<file path="src/rtl/dxl_pkg.sv">
`timescale 1ns/1ps
package dxl_pkg;
  typedef enum logic [1:0] {
    FLT_NONE    = 2'd0,
    FLT_INVALID = 2'd1,
    FLT_WPROT   = 2'd2,
    FLT_TSIZE   = 2'd3
  } dxl_fault_e;

  localparam int CTRL_EN_BIT   = 0;
  localparam int CTRL_PG64_BIT = 2;
  localparam int CTRL_TSZ_LSB  = 16;
  localparam int ENT_VALID_BIT = 63;
  localparam int ENT_BIG_BIT   = 61;
  localparam int ENT_WR_BIT    = 1;
  localparam int SMALL_SHIFT   = 13;
  localparam int LARGE_SHIFT   = 16;
  localparam int LARGE_PHYS_LSB = 15;
  localparam int IDX_MIN_BITS  = 10;
  localparam int NUM_TSZ       = 8;
  localparam int MAX_LARGE_TSZ = 5;
endpackage

</file>
<file path="src/rtl/dxl_regs.sv">
`timescale 1ns/1ps
module dxl_regs (
  input  logic        clk_i,
  input  logic        rst_ni,
  input  logic        we_i,
  input  logic [3:0]  addr_i,
  input  logic [31:0] wdata_i,
  output logic [31:0] rdata_o,
  output logic [63:0] ctrl_o,
  output logic [63:0] base_o
);
  localparam int NHALVES = 4;

  logic [NHALVES-1:0][31:0] half_q;
  logic [1:0] sel;
  logic unused_lsb;

  assign sel = addr_i[3:2];
  assign unused_lsb = ^addr_i[1:0];

  // Slot order: ctrl hi, ctrl lo, base hi, base lo
  for (genvar h = 0; h < NHALVES; h++) begin : g_half
    always_ff @(posedge clk_i or negedge rst_ni) begin
      if (!rst_ni)                    half_q[h] <= '0;
      else if (we_i && sel == 2'(h))  half_q[h] <= wdata_i;
    end
  end

  assign rdata_o = half_q[sel];
  assign ctrl_o  = {half_q[0], half_q[1]};
  assign base_o  = {half_q[2], half_q[3]};
endmodule

</file>
<file path="src/rtl/dxl_index.sv">
`timescale 1ns/1ps
module dxl_index
  import dxl_pkg::*;
#(
  parameter int DMA_AW = 32,
  parameter int PA_W   = 41
) (
  input  logic [DMA_AW-1:0] dma_addr_i,
  input  logic [63:0]       base_i,
  input  logic              pg64_i,
  input  logic [2:0]        tsz_i,
  output logic [PA_W-1:0]   ent_addr_o,
  output logic              tsz_err_o
);
  localparam int OFF_W = DMA_AW + 3;

  logic [NUM_TSZ-1:0][DMA_AW-1:0] idx_mask;
  logic [DMA_AW-1:0] shifted;
  logic [DMA_AW-1:0] idx;
  logic [OFF_W-1:0]  off;
  logic unused_base;

  // Index width grows by one bit per table-size step
  for (genvar c = 0; c < NUM_TSZ; c++) begin : g_mask
    assign idx_mask[c] = DMA_AW'((64'd1 << (IDX_MIN_BITS + c)) - 64'd1);
  end

  assign shifted    = pg64_i ? (dma_addr_i >> LARGE_SHIFT) : (dma_addr_i >> SMALL_SHIFT);
  assign idx        = shifted & idx_mask[tsz_i];
  assign off        = {idx, 3'b000};
  assign ent_addr_o = base_i[PA_W-1:0] + PA_W'(off);
  assign tsz_err_o  = pg64_i && (tsz_i > 3'(MAX_LARGE_TSZ));
  assign unused_base = ^base_i[63:PA_W];
endmodule

</file>
<file path="src/rtl/dxl_walk.sv">
`timescale 1ns/1ps
module dxl_walk
  import dxl_pkg::*;
#(
  parameter int DMA_AW = 32,
  parameter int PA_W   = 41
) (
  input  logic              clk_i,
  input  logic              rst_ni,
  input  logic              req_valid_i,
  output logic              req_ready_o,
  input  logic [DMA_AW-1:0] req_addr_i,
  input  logic              req_write_i,
  input  logic              en_i,
  input  logic              tsz_err_i,
  input  logic [PA_W-1:0]   ent_addr_i,
  output logic              mem_req_o,
  output logic [PA_W-1:0]   mem_addr_o,
  input  logic              mem_valid_i,
  input  logic [63:0]       mem_rdata_i,
  output logic              done_o,
  output logic [PA_W-1:0]   pa_o,
  output logic [1:0]        fault_o
);
  localparam logic [PA_W-1:0] ALL_ONES   = '1;
  localparam logic [PA_W-1:0] SMALL_MASK = ALL_ONES << SMALL_SHIFT;
  localparam logic [PA_W-1:0] LARGE_MASK = ALL_ONES << LARGE_PHYS_LSB;
  localparam int NBYTES = 8;

  typedef enum logic [1:0] {ST_IDLE, ST_REQ, ST_WAIT} st_e;

  st_e                 st_q;
  logic [LARGE_SHIFT-1:0] a_q;
  logic                wr_q;
  logic [PA_W-1:0]     maddr_q;
  logic                done_q;
  logic [PA_W-1:0]     pa_q;
  dxl_fault_e          fault_q;
  logic [63:0]         ent;
  logic [PA_W-1:0]     pa_hit;
  logic                unused_ent;

  // Big-endian entry: lowest-address byte is most significant
  for (genvar k = 0; k < NBYTES; k++) begin : g_swap
    assign ent[8*(NBYTES-1-k) +: 8] = mem_rdata_i[8*k +: 8];
  end

  assign pa_hit = ent[ENT_BIG_BIT]
                ? ((ent[PA_W-1:0] & LARGE_MASK) | PA_W'(a_q))
                : ((ent[PA_W-1:0] & SMALL_MASK) | PA_W'(a_q[SMALL_SHIFT-1:0]));
  assign unused_ent = ^{ent[62], ent[60:PA_W], ent[0]};

  always_ff @(posedge clk_i or negedge rst_ni) begin
    if (!rst_ni) begin
      st_q    <= ST_IDLE;
      a_q     <= '0;
      wr_q    <= 1'b0;
      maddr_q <= '0;
      done_q  <= 1'b0;
      pa_q    <= '0;
      fault_q <= FLT_NONE;
    end else begin
      done_q <= 1'b0;
      unique case (st_q)
        ST_IDLE: if (req_valid_i) begin
          a_q  <= req_addr_i[LARGE_SHIFT-1:0];
          wr_q <= req_write_i;
          if (!en_i) begin
            done_q  <= 1'b1;
            pa_q    <= PA_W'(req_addr_i);
            fault_q <= FLT_NONE;
          end else if (tsz_err_i) begin
            done_q  <= 1'b1;
            pa_q    <= '0;
            fault_q <= FLT_TSIZE;
          end else begin
            maddr_q <= ent_addr_i;
            st_q    <= ST_REQ;
          end
        end
        ST_REQ: st_q <= ST_WAIT;
        ST_WAIT: if (mem_valid_i) begin
          st_q   <= ST_IDLE;
          done_q <= 1'b1;
          if (!ent[ENT_VALID_BIT]) begin
            pa_q    <= '0;
            fault_q <= FLT_INVALID;
          end else if (wr_q && !ent[ENT_WR_BIT]) begin
            pa_q    <= '0;
            fault_q <= FLT_WPROT;
          end else begin
            pa_q    <= pa_hit;
            fault_q <= FLT_NONE;
          end
        end
        default: st_q <= ST_IDLE;
      endcase
    end
  end

  assign req_ready_o = (st_q == ST_IDLE);
  assign mem_req_o   = (st_q == ST_REQ);
  assign mem_addr_o  = maddr_q;
  assign done_o      = done_q;
  assign pa_o        = pa_q;
  assign fault_o     = fault_q;


  mem_req_once_chk: assert property (@(posedge clk_i) disable iff (!rst_ni)
    mem_req_o |=> !mem_req_o);

  done_after_data_chk: assert property (@(posedge clk_i) disable iff (!rst_ni)
    (st_q == ST_WAIT && mem_valid_i) |=> done_o);

  pa_offset_chk: assert property (@(posedge clk_i) disable iff (!rst_ni)
    (done_o && fault_o == FLT_NONE) |-> pa_o[SMALL_SHIFT-1:0] == a_q[SMALL_SHIFT-1:0]);

  wprot_write_chk: assert property (@(posedge clk_i) disable iff (!rst_ni)
    (done_o && fault_o == FLT_WPROT) |-> wr_q);
endmodule

</file>
<file path="src/rtl/dma_xlate.sv">
`timescale 1ns/1ps
module dma_xlate
  import dxl_pkg::*;
#(
  parameter int DMA_AW = 32,
  parameter int PA_W   = 41
) (
  input  logic              clk_i,
  input  logic              rst_ni,
  input  logic              reg_we_i,
  input  logic [3:0]        reg_addr_i,
  input  logic [31:0]       reg_wdata_i,
  output logic [31:0]       reg_rdata_o,
  input  logic              req_valid_i,
  output logic              req_ready_o,
  input  logic [DMA_AW-1:0] req_addr_i,
  input  logic              req_write_i,
  output logic              done_o,
  output logic [PA_W-1:0]   pa_o,
  output logic [1:0]        fault_o,
  output logic              mem_req_o,
  output logic [PA_W-1:0]   mem_addr_o,
  input  logic              mem_valid_i,
  input  logic [63:0]       mem_rdata_i
);
  logic [63:0]     ctrl;
  logic [63:0]     base;
  logic [PA_W-1:0] ent_addr;
  logic            tsz_err;
  logic            unused_ctrl;

  assign unused_ctrl = ^{ctrl[63:CTRL_TSZ_LSB+3], ctrl[CTRL_TSZ_LSB-1:CTRL_PG64_BIT+1], ctrl[1]};

  dxl_regs u_regs (
    .clk_i   (clk_i),
    .rst_ni  (rst_ni),
    .we_i    (reg_we_i),
    .addr_i  (reg_addr_i),
    .wdata_i (reg_wdata_i),
    .rdata_o (reg_rdata_o),
    .ctrl_o  (ctrl),
    .base_o  (base)
  );

  dxl_index #(.DMA_AW(DMA_AW), .PA_W(PA_W)) u_index (
    .dma_addr_i (req_addr_i),
    .base_i     (base),
    .pg64_i     (ctrl[CTRL_PG64_BIT]),
    .tsz_i      (ctrl[CTRL_TSZ_LSB +: 3]),
    .ent_addr_o (ent_addr),
    .tsz_err_o  (tsz_err)
  );

  dxl_walk #(.DMA_AW(DMA_AW), .PA_W(PA_W)) u_walk (
    .clk_i       (clk_i),
    .rst_ni      (rst_ni),
    .req_valid_i (req_valid_i),
    .req_ready_o (req_ready_o),
    .req_addr_i  (req_addr_i),
    .req_write_i (req_write_i),
    .en_i        (ctrl[CTRL_EN_BIT]),
    .tsz_err_i   (tsz_err),
    .ent_addr_i  (ent_addr),
    .mem_req_o   (mem_req_o),
    .mem_addr_o  (mem_addr_o),
    .mem_valid_i (mem_valid_i),
    .mem_rdata_i (mem_rdata_i),
    .done_o      (done_o),
    .pa_o        (pa_o),
    .fault_o     (fault_o)
  );


  bypass_chk: assert property (@(posedge clk_i) disable iff (!rst_ni)
    (req_valid_i && req_ready_o && !ctrl[CTRL_EN_BIT])
      |=> (done_o && fault_o == 2'd0 && pa_o == PA_W'($past(req_addr_i))));
endmodule

</file>
<file path="config.mk">
export PLATFORM = sky130hd
export DESIGN_NAME = dma_xlate
export DESIGN_NICKNAME = d
export VERILOG_FILES = /design/src/rtl/dxl_pkg.sv /design/src/rtl/dxl_regs.sv /design/src/rtl/dxl_index.sv /design/src/rtl/dxl_walk.sv /design/src/rtl/dma_xlate.sv
export SDC_FILE = /design/constraint.sdc
export NUM_CORES = 1
export LEC_CHECK = 0
export ABC_AREA = 1
export BUFFER_PORTS_ARGS = -buffer_cell sky130_fd_sc_hd__buf_2
export CAP_MARGIN = 20
export CORE_ASPECT_RATIO = 1.1
export CORE_MARGIN = 3
export CORE_UTILIZATION = 55
export DETAILED_ROUTE_END_ITERATION = 7
export GPL_ROUTABILITY_DRIVEN = 0
export PLACE_DENSITY = 0.81
export SLEW_MARGIN = 10
export SYNTH_ARGS = -nofsm -noshare
export SYNTH_HDL_FRONTEND = slang
export SYNTH_SLANG_ARGS = --single-unit
</file>
<file path="constraint.sdc">
create_clock -name clk_i -period 7.3 [get_ports clk_i]
set_clock_uncertainty 0.05 [all_clocks]
set_input_delay 1.46 -clock clk_i [delete_from_list [all_inputs] [get_ports clk_i]]
set_output_delay 1.46 -clock clk_i [all_outputs]
set_load 0.005 [all_outputs]
</file>
=== Word level (Yosys, flattened, before mapping) ===
Memories as Yosys holds them, arrays and structs flattened.
Cells that the tools add are included.

* Flip-flop bits (word level): 232
* ROM bits: 256
* Input bits: 138
* Output and inout port bits: 119
* Word-level logic and storage cells: 73
* Memories: 1

* $add $sub $neg: 1
* Magnitude comparators: 3
* Equal/unequal tests: 10
* Mux-type cells: 29
* Bitwise logic cells: 4
* Reduce and logical (&&, ||, !) cells: 14

{| class="wikitable"
|+ Memory list
! name !! depth !! width !! rd ports !! clocked after memory_dff !! wr ports !! RTL line !! RTL
|-
| (name not given) || 8 || 32 || 1 || 0 || 0 || dxl_index.sv:29 || <nowiki>assign idx = shifted & idx_mask[tsz_i];</nowiki>
|}

{| class="wikitable"
|+ Operator list
! kind !! count
|-
| 2-to-1 mux 41 bit || 7
|-
| one-hot mux 41 bit (2 select lines) || 1
|-
| binary-select mux 32 bit (select 2 bit) || 1
|-
| 2-to-1 mux 32 bit || 2
|-
| adder 41 x 35 -> 41 bit || 1
|-
| bitwise OR 41 x 13 -> 41 bit || 1
|-
| bitwise OR 41 x 16 -> 41 bit || 1
|-
| bitwise AND 32 bit || 1
|-
| 2-to-1 mux 2 bit || 10
|-
| 2-to-1 mux 19 bit || 1
|-
| AND reduction 4 bit || 3
|-
| == test 2 bit, second input constant || 3
|-
| logical AND 1 bit || 6
|-
| inequality test 2 bit, second input constant || 3
|-
| one-hot mux 2 bit (3 select lines) || 1
|-
| == test 2 x 1 -> 1 bit, second input constant || 2
|-
| logical NOT 2 bit || 2
|-
| less-than comparator 3 x 4 -> 1 bit, second input constant || 1
|-
| 2-to-1 mux 1 bit || 4
|-
| one-hot mux 2 bit (2 select lines) || 1
|-
| > comparator 3 bit, second input constant || 1
|-
| less-than comparator 2 x 3 -> 1 bit, second input constant || 1
|-
| inequality test 3 bit, second input constant || 1
|-
| inequality test 2 x 1 -> 1 bit, second input constant || 1
|-
| other kinds (5) || 5
|}

=== Longest topological paths before layout ===
Gate-level depths: netlist of the first run.

* Depth in word-level cells: 6
* Depth in mapped cells: 18
* Gate-level depth less buffers: 17

=== Cells and area by module ===
A second synthesis of the first run with hierarchy kept.

* Cells, all modules: 1980
* Area total of the unflattened synthesis: 13223.9 sq um

{| class="wikitable"
|+ Modules (own cells, without submodules)
! module !! instances !! cells an instance !! area an instance (sq um)
|-
| dxl_regs || 1 || 865 || 6172.2
|-
| dxl_walk || 1 || 585 || 4575.6
|-
| dxl_index || 1 || 530 || 2476.1
|}

=== Least setup slack after synthesis of the first run ===
No wires, ideal clock.

* Path kind: input to output
* Start: input port reg_addr_i[2]
* End: output port reg_rdata_o[20]
* Arrival time: 2148 ps
* Required time: 5790 ps
* Path slack: 3642 ps
* Stages on the path: 4
* Buffers on the path: 1
* Path through: nor2_2 > clkbuf_1 > a22oi_1 > o211ai_1

* Cells in the longest elaborated chain, start to end: 2

{| class="wikitable"
|+ RTL lines
! element !! RTL line !! RTL
|-
| from (decl) || dma_xlate.sv:11 || <nowiki>input logic [3:0] reg_addr_i,</nowiki>
|-
| binary-select mux 32 bit (select 2 bit) || dxl_regs.sv:29 || <nowiki>assign rdata_o = half_q[sel];</nowiki>
|-
| 2-to-1 mux 32 bit (not written as such) || dxl_regs.sv:29 ||
|-
| to (decl) || dma_xlate.sv:13 || <nowiki>output logic [31:0] reg_rdata_o,</nowiki>
|}

Every way passes these cells. The select of a mux whose other input is x is not followed.

=== Final worst setup path of the first run ===
Same ends and word-level chain as after synthesis.

==> run_results.csv, run 1 <==
group,metric,value,unit
outcome,status,"finished, final reports clean",
sta,relSlewSlack,33.68,%
global_route,grt_max_degree,100,
sta,setup_viol,0,
hold_path,min_path_type,"flip-flop to flip-flop",
floorplan,start_util,56.76,%
layout,syn_to_final_growth,16.28,%
clock_tree,cts_tree,"yes",
logic_synthesis,synth_top_cell_by_area,"dfrtp_1",
sta,worst_slack,2.782,ns
layout,final_common_cell,"nand2_1",
global_route,groute.usage.overall,27.59,%
logic_synthesis,synth_top_family_by_area,"simple AND/OR/NAND/NOR gates",
clock_tree,cts_resized,0,
logic_synthesis,synth_seq_cells,232,
detailed_routing,drcViolationCount,0,
logic_synthesis,synth_fp_nets,1597,
detailed_routing,wl_per_cell,17.09,um
logic_synthesis,yosysSeqAreaShare,49.05,%
detailed_routing,drt_iter0_markers,1087,
sta,rsz0062_at_grt,"no",
logic_synthesis,synth_area,0.01184,sq mm
layout,final_util,66.00,%
worst_setup_path,slowest_delay,0.76,ns
logic_synthesis,yosys_warnings,0,
pwr,pwr_density_cell,310.7,mW/mm^2
pwr,p_leak,0.007181,uW
logic_synthesis,synth_compound_area_share,15.93,%
floorplan,die_w,145.9,um
logic_synthesis,synth-xor-area-share,0.8880,%
clock_tree,post_cts_buffers,0,
clock_tree,hold_buffers,0,
logic_synthesis,synth-simple-area-share,23.10,%
worst_setup_path,cp-start-kind,"primary input",
global_route,grt_first_pass_wirelength,53070,um
detailed_routing,via_per_inst,5.602,
floorplan,core_area,0.02085,sq mm
global_route,overflow,0,
worst_setup_path,worstPathRequired,5.79,ns
clock_tree,htree_levels,1,
detailed_routing,ant_nets,0,
worst_setup_path,crit_buf_inv,3,
clock_tree,clockBufferDepth,3,
logic_synthesis,synthMuxAreaShare,1.406,%
worst_setup_path,critPathSlowestCell,"nor2_4",
worst_setup_path,crit_top_cell,"buf_2",
sta,hold_violations,0,
floorplan,die_area,0.02332,sq mm
detailed_routing,via_count,10830,
worst_setup_path,crit_chain,"buf_2 > inv_1 > nor2_4 > a22oi_1 > o211ai_1 > buf_2",
clock_tree,cts_buffers,24,
place,place_area,0.01300,sq mm
layout,layout_common_cells,"429 x nand2_1, 232 x dfrtp_1, 220 x buf_2",
floorplan,dieHeight,159.9,um
clock_tree,path_clk_slew,0.06,ns
pwr,peakVddDrop,219.6,uV
sta,finalSetupTns,0,ns
layout,layout.nets,1785,
place,port-buffer-count,221,
floorplan,num_rows,55,
sta,worst_slew_pin_slew,0.9924,ns
worst_setup_path,path_class,"primary input to output port",
layout,layout-drive-gt1-share,20.77,%
clock_tree,clk_latency,0.53,ns
logic_synthesis,synth_edf_count,0,
run,drv_cap,0,
global_route,first_global_vias,10350,
detailed_routing,finalWirelength,33030,um
place,dp_hpwl,23500,um
logic_synthesis,synth_ff_type,"dfrtp_1",
worst_setup_path,critPathTopFamily,"simple AND/OR/NAND/NOR gates",
logic_synthesis,postSynthCellCount,1441,
logic_synthesis,synth_area_per_cell,8.213,sq um
sta,slew_violations,0,
clock_tree,clkSinkCount,232,
sta,period_share,61.90,%
logic_synthesis,synth-adder-area-share,1.966,%
layout,fin_area,0.01376,sq mm
worst_setup_path,critPathArrivalTime,3.01,ns
floorplan,ios,257,
logic_synthesis,synth_cell_type_count,41,
global_route,antenna_found_initial,1,
worst_setup_path,crit_fanout,33,
clock_tree,cts-root-buf,"clkbuf_16",
layout,final_cells,1933,
place,pre_cts_ws,2.589,ns
detailed_routing,dr.pass1.iters,5,
worst_setup_path,worstSetupEndpointType,"output port",
place,dp_cells,1886,
logic_synthesis,synth_top_cell_area_share,49.05,%
logic_synthesis,synth.area.top_cells,"dfrtp_1 49%, nand2_1 14%, o21ai_0 6.6%",
sta,period_needed,4.518,ns
sta,fmax,221.3,MHz
logic_synthesis,async_flop_share,100.0,%
-- Yosys cell counts, types with 2 or more instances --
cell type,instances
o21ai_0,157
nand2_1,429
buf_4,5
o211ai_1,9
nand4_1,10
a21oi_2,22
a22oi_1,83
nor2_1,75
xnor2_1,11
buf_6,3
buf_2,22
inv_1,140
dfrtp_1,232
buf_12,2
nor3_1,9
nor2_4,5
nand3b_1,3
mux2_2,13
nand2_2,14
inv_2,4
mux2i_1,2
a21oi_1,35
nor4_1,3
nand3_1,74
clkbuf_1,33
nand3_2,9
nor2_2,7
ha_1,17
-- tightest hold or removal path, delay by kind of cell (launching register included) --
family / cells / cell delay, ns
flip-flops: 1 / 0.34
AND/OR/NAND/NOR: 2 / 0.10
-- worst paths after layout --
path | from | to | slack (ns) | cells after the start
min | u_walk.mem_addr_o[2]$_DFFE_PN0P_ | u_walk.mem_addr_o[2]$_DFFE_PN0P_ | 0.42 | 2
max in group asynchronous | rst_ni | u_walk.mem_addr_o[33]$_DFFE_PN0P_ | 4.91 | 2
min reg2reg | u_walk.mem_addr_o[2]$_DFFE_PN0P_ | u_walk.mem_addr_o[2]$_DFFE_PN0P_ | 0.42 | 2
min in group asynchronous | rst_ni | u_walk.pa_o[3]$_DFFE_PN0P_ | 0.86 | 1
max | reg_addr_i[2] | reg_rdata_o[20] | 2.78 | 6
max reg2reg | u_regs.ctrl_o[2]$_DFFE_PN0P_ | u_walk.mem_addr_o[33]$_DFFE_PN0P_ | 4.10 | 13
-- flip-flops by register name, summed over array words and instances (netlist names) --
| signal | cells |
|---|---|
| u_walk.pa_o | 41 |
| u_walk.wr_q | 1 |
| u_walk.fault_o | 2 |
| u_walk.a_q | 16 |
| u_walk.st_q | 2 |
| u_walk.mem_addr_o | 41 |
| u_regs.base_o | 64 |
| u_walk.done_o | 1 |
| u_regs.ctrl_o | 64 |
-- per-stage QoR --
step,hold WS [ns],total power [uW]
after CTS,0.4233,4287
final,0.4223,4275
after floorplan,0.4028,2636
after global routing,0.4324,4537
after global placement,0.4037,3111
after detailed placement,0.4087,3159
-- power by group --
part           internal, uW  switching [uW]  leakage (uW)
registers              1640             246       0.00287
logic                   526             743       0.00396
clock network           623             500      0.000349
total                  2790            1490       0.00718
-- metal layers --
metal / track usage (%) / wire, um / vias up
li1: - / - / 5125
met1: 37.18 / 13570 / 5109
met2: 45.27 / 15450 / 511
met3: 4.313 / 2849 / 84
met4: 10.58 / 1156 / 0
met5: 0 / 0 / -
-- layout make-up --
cell class | count | area (sq um)
Antenna cell | 1 | 2.502
Clock buffer | 35 | 651.9
Clock inverter | 9 | 62.56
Fill cell | 1791 | 7089
Inverter | 144 | 540.5
Multi-Input combinational cell | 998 | 5134
Sequential cell | 232 | 5806
Tap cell | 285 | 356.6
Timing Repair Buffer | 229 | 1209
-- cells by family (layout without fill, tap and decap cells) --
kind of cell | count (synthesis) | count (layout)
AO/OA/AOI/OAI | 311 | 311
adder cells (fa/ha/maj) | 18 | 18
other | 0 | 1
buffers and inverters | 211 | 417
flip-flops | 232 | 232
XOR/XNOR | 12 | 12
multiplexers | 15 | 15
AND/OR/NAND/NOR | 642 | 642
(Power assumes the default switching activity.)
==> run 2: changes to the inputs <==
Clock period 7.3 ns to 4.55 ns, I/O delays scaled along.
==> run 2 against run 1 <==
Total power up 66%. Sequential share of layout area down 0.37 points. Combinational power up 61%. First-iteration DRC count down 12%. Worst setup slack worse by 1.5 ns. Clock power up 81%. Worst hold slack worse by 0.0061 ns. Count of clock-buffer cells in the layout down 2. Die area unchanged. Wire length down 0.25%. Non-clock buffer count up 6. Critical path type unchanged.
==> run_results.csv, run 2 (same netlist as run 1, synthesis figures left out) <==
group,metric,value,unit
layout,syn_to_final_growth,17.32,%
worst_setup_path,slowest_delay,0.36,ns
global_route,grt_first_pass_wirelength,53250,um
place,port-buffer-count,221,
detailed_routing,ant_nets,0,
clock_tree,hold_buffers,0,
clock_tree,cts_resized,0,
worst_setup_path,r2r_cells,12,
clock_tree,cts_tree,"yes",
worst_setup_path,rrSetupSlack,1.31,ns
detailed_routing,finalWirelength,32940,um
outcome,status,"finished, final reports clean",
clock_tree,clkSinkCount,232,
pwr,peakVddDrop,294.6,uV
run,drv_cap,0,
global_route,overflow,0,
sta,setup_viol,0,
hold_path,min_path_type,"primary input to asynchronous set/reset pin",
pwr,pwr_density_cell,510.9,mW/mm^2
layout,final_cells,1938,
layout,final_util,66.59,%
sta,worst_slack,1.295,ns
worst_setup_path,critPathSlowestCell,"buf_4",
worst_setup_path,crit_fanout,23,
global_route,grtUsageMet1,38.12,%
detailed_routing,via_per_inst,5.592,
sta,slew_violations,0,
layout,final_common_cell,"nand2_1",
layout,layout_common_cells,"429 x nand2_1, 232 x dfrtp_1, 220 x buf_2",
layout,diodes,0,
worst_setup_path,worstPathRequired,3.59,ns
layout,layout.nets,1792,
clock_tree,clk_latency,0.53,ns
place,pre_cts_ws,1.130,ns
detailed_routing,via_count,10840,
clock_tree,cts-root-buf,"clkbuf_16",
clock_tree,path_clk_slew,0.06,ns
global_route,grt_max_degree,132,
floorplan,dieHeight,159.9,um
worst_setup_path,path_class,"primary input to output port",
floorplan,core_area,0.02085,sq mm
floorplan,die_area,0.02332,sq mm
global_route,gr-usage-met3,4.654,%
worst_setup_path,crit_chain,"buf_2 > inv_1 > nand2_1 > inv_1 > buf_4 > a22oi_1 > nand2_1 > buf_2",
place,dp_cells,1894,
floorplan,die_w,145.9,um
sta,rsz0062_at_grt,"no",
floorplan,ios,257,
detailed_routing,wl_per_cell,17.00,um
global_route,groute.usage.overall,27.68,%
place,dp_hpwl,23870,um
detailed_routing,drcViolationCount,0,
floorplan,start_util,56.76,%
clock_tree,htree_levels,1,
layout,layout-drive-gt1-share,21.48,%
clock_tree,cts_buffers,25,
floorplan,num_rows,55,
sta,hold_violations,0,
clock_tree,clockBufferDepth,3,
sta,worst_slew_pin_slew,1.049,ns
worst_setup_path,reg2reg_to,"u_walk.mem_addr_o[40]$_DFFE_PN0P_",
pwr,p_leak,0.007261,uW
global_route,first_global_vias,10310,
global_route,grtUsageMet2,44.95,%
clock_tree,post_cts_buffers,0,
sta,relSlewSlack,29.85,%
worst_setup_path,timing.rr.start,"u_regs.ctrl_o[2]$_DFFE_PN0P_",
sta,period_needed,3.255,ns
detailed_routing,dr.pass1.iters,7,
sta,fmax,307.2,MHz
global_route,antenna_found_initial,0,
detailed_routing,drt_iter0_markers,960,
sta,finalSetupTns,0,ns
worst_setup_path,worstSetupEndpoint,"reg_rdata_o[2]",
worst_setup_path,critPathArrivalTime,2.29,ns
global_route,grt_busiest_layer,"met2",
worst_setup_path,worstSetupEndpointType,"output port",
worst_setup_path,cp-start-kind,"primary input",
worst_setup_path,critPathLaunch,"reg_addr_i[2]",
sta,period_share,71.53,%
==> run 2: cell count changes in the layout (fill, tap and decap cells not counted), sizes merged <==
cell,previous run,this run
buf,229,235
bufinv,0,2
clkbuf,35,33
clkinv,8,6
inv,144,146
diode,1,0
==> run 2: cell type report <==
type                            count  area [sq um]
Fill cell                        1764          6967
Sequential cell                   232          5806
Multi-Input combinational cell    998          5124
Timing Repair Buffer              235          1234
Clock buffer                       33         705.7
Inverter                          144         540.5
Tap cell                          285         356.6
Clock inverter                     11         118.9
==> run 2: layer usage <==
metal	wire (um)	part of all wire, %	vias to the layer above
met5	0	0	-
met4	1140	3.5	0
met3	2672	8.1	93
met2	15350	47	520
met1	13780	42	5088
li1	-	-	5137
==> run 2: worst min path at each step <==
stage	end	slack, ns	cells past startpoint
floorplan	u_walk.a_q[13]$_DFFE_PN0P_	0.40	2
global placement	u_walk.mem_addr_o[2]$_DFFE_PN0P_	0.40	2
detailed placement	u_walk.mem_addr_o[0]$_DFFE_PN0P_	0.41	2
CTS	u_walk.mem_addr_o[0]$_DFFE_PN0P_	0.42	2
global route	u_walk.mem_addr_o[0]$_DFFE_PN0P_	0.43	2
finish	u_walk.pa_o[0]$_DFFE_PN0P_	0.42	1
==> run 2: where the power goes <==
part           internal, uW  switching (uW)  total [uW]  leakage (uW)
combinational           847            1200        2050       0.00398
sequential             2630             389        3020       0.00287
clock                  1200             828        2030      0.000409
total                  4680            2420        7090       0.00726
==> run 2: metrics by stage <==
| stage | instance area, sq um | power (uW) | hold WS [ns] |
|---|---|---|---|
| after floorplan | 11840 | 4229 | 0.4028 |
| after global placement | 13060 | 5000 | 0.4037 |
| after detailed placement | 13060 | 5075 | 0.4053 |
| after CTS | 13880 | 7119 | 0.4202 |
| after global routing | 13880 | 7527 | 0.4342 |
| final | 13880 | 7093 | 0.4162 |
==> run 2: worst max-delay path, delay by kind of cell <==
family	cells	cell delay (ns)
AO/OA/AOI/OAI	1	0.13
AND/OR/NAND/NOR	2	0.27
buffers and inverters	5	0.96
==> run 3: changes to the inputs <==
Clock period 4.55 ns to 3.4 ns, I/O delays scaled along.
==> run 3 against run 2 <==
Critical path depth rose by 5. Wire length fell by 0.11%. Die area did not move. Global-route usage fell by 0.16 points. Sequential share of layout area fell by 0.31 points. Via count barely moved. Cell area rose by 0.74%. Total power rose by 35%. Non-clock buffer count rose by 6. Worst hold slack got worse by 0.33 ns. Sequential power rose by 34%.
==> run_results.csv, run 3 (same netlist as run 1, synthesis figures left out) <==
group,metric,value,unit
sta,hold_violations,0,
outcome,status,"finished, final reports clean",
floorplan,die_w,145.9,um
hold_path,min_path_type,"primary input to asynchronous set/reset pin",
sta,period_needed,2.971,ns
detailed_routing,via_count,10850,
layout,layout-drive-gt1-share,21.82,%
worst_setup_path,crit_fanout,23,
sta,finalSetupTns,0,ns
detailed_routing,wl_per_cell,16.93,um
sta,setup_viol,0,
clock_tree,cts_resized,0,
clock_tree,clkSinkCount,232,
clock_tree,clk_latency,0.52,ns
detailed_routing,drcViolationCount,0,
floorplan,num_rows,55,
layout,syn_to_final_growth,18.18,%
run,drv_cap,0,
floorplan,die_area,0.02332,sq mm
global_route,grt_max_degree,83,
clock_tree,post_cts_buffers,0,
detailed_routing,via_per_inst,5.580,
worst_setup_path,reg2reg_to,"u_walk.mem_addr_o[31]$_DFFE_PN0P_",
worst_setup_path,rrSetupSlack,0.43,ns
clock_tree,hold_buffers,0,
floorplan,ios,257,
floorplan,core_area,0.02085,sq mm
worst_setup_path,path_class,"flip-flop to flip-flop",
worst_setup_path,slowest_delay,0.75,ns
sta,relSlewSlack,37.68,%
detailed_routing,finalWirelength,32910,um
sta,rsz0062_at_grt,"no",
worst_setup_path,cp-start-kind,"flip-flop",
place,port-buffer-count,221,
worst_setup_path,crit_chain,"nor2_1 > a2111oi_0 > ha_1 > nand2_1 > inv_1 > nand2_1 > nand2_1 > a21oi_1 > nand3_2 > nand2_1 > nand2_1 > nand3_1 > nand2_1",
pwr,pwr_density_cell,683.4,mW/mm^2
clock_tree,path_clk_slew,0.06,ns
sta,worst_slew_pin_slew,0.9348,ns
clock_tree,htree_levels,1,
floorplan,start_util,56.76,%
worst_setup_path,worstSetupEndpoint,"u_walk.mem_addr_o[31]$_DFFE_PN0P_",
worst_setup_path,crit_top_cell,"nand2_1",
clock_tree,clockBufferDepth,3,
worst_setup_path,worstPathRequired,3.76,ns
floorplan,dieHeight,159.9,um
worst_setup_path,critPathArrivalTime,3.33,ns
worst_setup_path,worstSetupEndpointType,"flip-flop",
sta,fmax,336.6,MHz
layout,layout_common_cells,"429 x nand2_1, 232 x dfrtp_1, 220 x buf_2",
place,dp_cells,1900,
worst_setup_path,critPathSlowestCell,"dfrtp_1",
global_route,antenna_found_initial,0,
clock_tree,cts-root-buf,"clkbuf_16",
pwr,p_leak,0.007318,uW
detailed_routing,dr.pass1.iters,5,
sta,slew_violations,0,
worst_setup_path,timing.rr.start,"u_regs.ctrl_o[2]$_DFFE_PN0P_",
global_route,overflow,0,
place,dp_hpwl,23880,um
worst_setup_path,critPathLaunch,"u_regs.ctrl_o[2]$_DFFE_PN0P_",
detailed_routing,ant_nets,0,
global_route,grt_first_pass_wirelength,52870,um
sta,period_share,87.37,%
global_route,groute.usage.overall,27.52,%
global_route,first_global_vias,10370,
clock_tree,cts_buffers,24,
layout,final_common_cell,"nand2_1",
clock_tree,cts_tree,"yes",
layout,layout.nets,1797,
layout,diodes,0,
detailed_routing,drt_iter0_markers,915,
sta,fin_hold_ws,0.08473,ns
layout,final_cells,1944,
worst_setup_path,r2r_cells,13,
pwr,peakVddDrop,423.9,uV
run 3: cell types whose count changed in the layout (fill, tap and decap cells not counted):
cell       delta
buf_12        +2
bufinv_16     +1
clkinv_2      +1
buf_4         +4
clkinv_4      -1
clkbuf_1      -1
clkbuf_8      +2
inv_6         -2
run 3: worst max-delay path, delay by kind of cell (launching register included):
kind | cells | cell delay, ns
compound gates | 2 | 0.74
buf+inv | 1 | 0.07
simple gates | 9 | 0.83
flops | 1 | 0.75
fa+ha+maj | 1 | 0.43
run 3: layer usage:
layer  routed length (um)  track usage, %
met2                15490           44.95
met4                 1102           9.456
met1                13450           37.02
met3                 2861           5.477
met5                    0               0
run 3: cell type report:
cell class                      instances  area, sq um
Sequential cell                       232         5806
Timing Repair Buffer                  241         1304
Clock inverter                         10        127.6
Fill cell                            1751         6864
Multi-Input combinational cell        998         5124
Inverter                              144        540.5
Clock buffer                           34        729.5
Tap cell                              285        356.6
run 3: power by group:
part	switching, uW	internal [uW]
clock	1060	1720
sequential	525	3510
combinational	1610	1140
run 3: worst min path at each step:
| stage | endpoint | from | slack [ns] |
|---|---|---|---|
| 6_report | u_walk.pa_o[18]$_DFFE_PN0P_ | rst_ni | 0.08 |
| 5_1_grt | u_walk.pa_o[2]$_DFFE_PN0P_ | rst_ni | 0.13 |
| 4_1_cts | u_walk.pa_o[3]$_DFFE_PN0P_ | rst_ni | 0.13 |
| 3_5_place_dp | u_walk.mem_addr_o[0]$_DFFE_PN0P_ | u_walk.mem_addr_o[0]$_DFFE_PN0P_ | 0.40 |
| 3_3_place_gp | u_walk.mem_addr_o[2]$_DFFE_PN0P_ | u_walk.mem_addr_o[2]$_DFFE_PN0P_ | 0.40 |
| 2_1_floorplan | u_regs.base_o[0]$_DFFE_PN0P_ | rst_ni | 0.33 |
run 3: metrics by stage:
stage / total power [uW] / utilization [%] / area, sq um / setup slack, ns
after floorplan: 5660 / - / 11840 / 1.047
after global placement: 6689 / 62.97 / 13130 / 0.5398
after detailed placement: 6798 / 62.97 / 13130 / 0.4445
after CTS: 9582 / 67.08 / 13990 / 0.5050
after global routing: 10150 / 67.08 / 13990 / 0.1548
final: 9559 / 67.08 / 13990 / 0.4294
